**src/rtl/lowlvl_detect.sv**
```systemverilog
module lowlvl_detect #(
  parameter int DLY_SHORT = 4,
  parameter int DLY_MID   = 16,
  parameter int DLY_LONG  = 64
) (
  input  logic       clk,
  input  logic       rst_n,
  input  logic       pin_level,
  input  logic       det_en,
  input  logic [1:0] dly_sel,
  input  logic       fast_sel,
  input  logic       tick_slow,
  input  logic       tick_fast,
  input  logic       irq_en,
  input  logic       flag_w1c,
  output logic       delayed_low,
  output logic       low_flag,
  output logic       irq
);
  localparam int CW = $clog2(DLY_LONG + 1);

  logic          sync_a, lvl_s;
  logic [CW-1:0] cnt;
  logic [CW-1:0] target;
  logic          tick, hit, dl_next, set_evt;

  always_ff @(posedge clk or negedge rst_n)
    if (!rst_n) begin
      sync_a <= 1'b1;
      lvl_s  <= 1'b1;
    end else begin
      sync_a <= pin_level;
      lvl_s  <= sync_a;
    end

  always_comb
    case (dly_sel)
      2'b01:   target = CW'(DLY_LONG);
      2'b10:   target = CW'(DLY_MID);
      2'b11:   target = CW'(DLY_SHORT);
      default: target = '0;
    endcase

  assign tick = fast_sel ? tick_fast : tick_slow;
  assign hit  = tick && (cnt >= target - 1'b1);

  always_comb
    if (!det_en || lvl_s)    dl_next = 1'b0;
    else if (dly_sel == 2'b00) dl_next = 1'b1;
    else                       dl_next = delayed_low || hit;

  assign set_evt = dl_next && !delayed_low;

  always_ff @(posedge clk or negedge rst_n)
    if (!rst_n)                               cnt <= '0;
    else if (!det_en || lvl_s || delayed_low) cnt <= '0;
    else if (tick && !hit)                    cnt <= cnt + 1'b1;

  always_ff @(posedge clk or negedge rst_n)
    if (!rst_n) begin
      delayed_low <= 1'b0;
      low_flag    <= 1'b0;
    end else begin
      delayed_low <= dl_next;
      if (set_evt)       low_flag <= 1'b1;
      else if (flag_w1c) low_flag <= 1'b0;
    end

  assign irq = low_flag && irq_en;
endmodule

```
**config.mk**
```make
export PLATFORM = sky130hd
export DESIGN_NAME = lowlvl_detect
export DESIGN_NICKNAME = d
export VERILOG_FILES = /design/src/rtl/lowlvl_detect.sv
export SDC_FILE = /design/constraint.sdc
export NUM_CORES = 1
export LEC_CHECK = 0
export ABC_AREA = 1
export BUFFER_PORTS_ARGS = -buffer_cell sky130_fd_sc_hd__buf_4
export CAP_MARGIN = 20
export CELL_PAD_IN_SITES_DETAIL_PLACEMENT = 1
export CELL_PAD_IN_SITES_GLOBAL_PLACEMENT = 2
export CORE_AREA = 4 4 57 59
export CTS_CLUSTER_SIZE = 30
export DETAILED_ROUTE_END_ITERATION = 7
export DIE_AREA = 0 0 61 63
export GPL_ROUTABILITY_DRIVEN = 1
export GPL_TIMING_DRIVEN = 0
export PLACE_DENSITY_LB_ADDON = 0.12
export RECOVER_POWER = 50
export REMOVE_ABC_BUFFERS = 1
export SYNTH_ARGS = -nofsm -noshare
export SYNTH_HDL_FRONTEND = slang
export SYNTH_SLANG_ARGS = --single-unit
```
**constraint.sdc**
```tcl
create_clock -name clk -period 1.75 [get_ports clk]
set_input_delay 0.2625 -clock clk [delete_from_list [all_inputs] [get_ports clk]]
set_output_delay 0.2625 -clock clk [all_outputs]
set_load 0.1 [all_outputs]
```
==> reports/qor.csv <==
metric,value,unit
delay of the slowest cell on the worst path,450,ps
Starting Density,29.3,%
Die X,61,um
die area,3840,um2
largest net degree at the start of global routing,12,
CTS root buffer,clkbuf_4,
"Setup violations, final",0,
Antenna Nets Post-Route,0,
Residual DRC,0,
Design Power,0.557,mW
worst-path fanout max,8,
Synth area leaders,"dfrtp_1 (28%), nand2_1 (18%), dfstp_2 (6.6%)",
final worst-path cycle share,91.9,%
Row Count,19,
Final Util,35.7,%
"Avg Cell Area, Syn",7.50,um2
multi-input logic area,463,um2
fill count,347,
unrepaired setup endpoints after global routing,no,
Post-Synthesis Cells,106,
Post-synth EDFFs,0,
Num Clock Sinks,11,
Fin Clk Skew,4.10,ps
Pre-antenna DRT Iters,4,
largest area contributor in the synthesized netlist,dfrtp_1,
later-pin clock latency in the skew report,270,ps
Clk pwr share,31.7,%
Pint,0.388,mW
"flops & latches, synth",11,
first-pass GRT wire length,3.22,mm
slowest CP cell,dfrtp_2,
most frequent CP cell,nand2_1,
num ports,14,
vias in the first global route,713,
Final Hold Viols,0,
dpl cells,148,
"non-filler cells, final",154,
DP Area,913,um2
Worst-path clk slew,70,ps
Initial DRC Count,12,
Final Wtd Congestion,0.701,
maximum vdd drop,0.388,mV
top_reg_cell synth,dfrtp_1,
synth cell count leaders,"nand2_1 (38), inv_1 (12), nor2_1 (10), dfrtp_1 (9), nand3_1 (8)",
CORE AREA,2710,um2
GRT Util Overall,11.0,%
IO buf count,13,
critical path cell sequence,ha_1 -> nand2_1 -> nor2_4 -> nand2_1 -> nand2_2 -> nor2_4 -> nand3_4 -> nand2_4 -> nand2_1 -> nand2_1,
pre-CTS WS,35.6,ps
drt wl/cell,11.7,um
Nets,139,
H-tree levels,1,
Logic pwr share,19.7,%
max_slew headroom,58.5,%
DPL Wire Length,1.44,mm
Critical Path Source,cnt[4],
Sw Ratio,30.3,%
top cell type's share of synthesized area,28.3,%
CTS buffer count,3,
Setup crit start kind,flip-flop,
share of cells above drive strength 1,27.6,%
most numerous cell in the Yosys netlist,nand2_1,
Yosys cell types,21,
setup slack after layout,142,ps
final WL,1.80,mm
hold_ws,101,ps
diodes inserted,0,
total negative slack,0,ps
FF+latch area,280,um2
Hold WC Path Type,input pin to flip-flop,
WS Path Type,flip-flop to flip-flop,
"Async S/R FF share, synth",100,%
status,completed,
max cap viols,0,
"Cell Area, Synth",795,um2
Ys Warns,0,
Via density,4.56,
fin crit period,1610,ps
Reg power frac,48.5,%
leakage power,0.514,nW
GR Overflow Total,0,
CP bufs+invs,0,
hold path start,pin_level,
"Seq/Total Area, Yosys",35.0,%
CP Data Arrival Time,1810,ps
PD cells,575,nW/um2
Setup crit end kind,flip-flop,
worst r2r src,cnt[4],
CTS Buffer Depth,2,
Net Switching,0.169,mW
chip height,63,um
CTS tree,built,
initial antenna violation count,0,
area grow syn2layout,21.9,%
"Design Area, Final",968,um2
worst slew pin tran,623,ps
"Req. time, crit path",1950,ps
"Slew Viols, Final",0,
vias,702,
Worst path top cell family by delay,simple AND/OR/NAND/NOR gates,
Fmax achieved,622,MHz
cells in the final DEF (no fill, tap or decap), types with 3 or more instances in the layout:
master and instances:
nor2_1 10, nand3_1 8, a21oi_1 3, ha_1 3
buf_4 12, inv_1 12, nand2_2 3, nand2_1 38
clkbuf_4 4, dfrtp_1 7
routing by layer:
layer	GRT usage [%]	vias to the layer above	wire length, um
met5	0	-	0
met4	5.69	0	17
met3	1.24	2	43
met2	17.4	6	880
met1	14.3	332	859
li1	-	362	-
power by group through the flow:
stage	sequential [mW]	clock, mW	combinational [mW]
2_1_floorplan	0.292	0	0.0502
3_3_place_gp	0.275	0	0.109
3_5_place_dp	0.275	0	0.110
4_1_cts	0.271	0.183	0.112
5_1_grt	0.272	0.198	0.121
6_report	0.270	0.177	0.110
timing repair:
action / 4_1_cts / 5_1_grt
gates resized for setup: 0 / 3
endpoints found under the setup margin: 0 / 7
hold endpoints to repair: 9 / 0
setup buffers: 0 / 1
hold buffers: 1 / 0
worst paths after layout:
check                          to  slack (ps)  cells past startpoint
max                        cnt[4]         140                     10
min                        sync_a         100                      1
max reg2reg                cnt[4]         140                     10
min reg2reg                 lvl_s         360                      0
max in group asynchronous  cnt[4]         790                      2
min in group asynchronous  cnt[1]         510                      2
sequential cells by signal, summed over array words and instances, names as in the netlist:
| signal | flops |
|---|---|
| cnt | 7 |
| delayed_low | 1 |
| low_flag | 1 |
| lvl_s | 1 |
| sync_a | 1 |
layout make-up:
cell class	instances	share of cell area, %
Multi-Input combinational cell	80	47.8
Sequential cell	11	28.9
Timing Repair Buffer	15	11.5
Inverter	13	5.04
Tap cell	31	4.01
Clock buffer	4	2.71
logic make-up after synthesis:
| family | after synthesis | share of synthesized area (%) |
|---|---|---|
| compound gates | 3 | 1.89 |
| xor+xnor | 4 | 4.41 |
| fa+ha+maj | 4 | 6.30 |
| buf+inv | 15 | 8.35 |
| flops | 11 | 35.0 |
| mux | 1 | 1.42 |
| simple gates | 68 | 42.7 |
No activity file was read; power rests on OpenSTA's default activity.
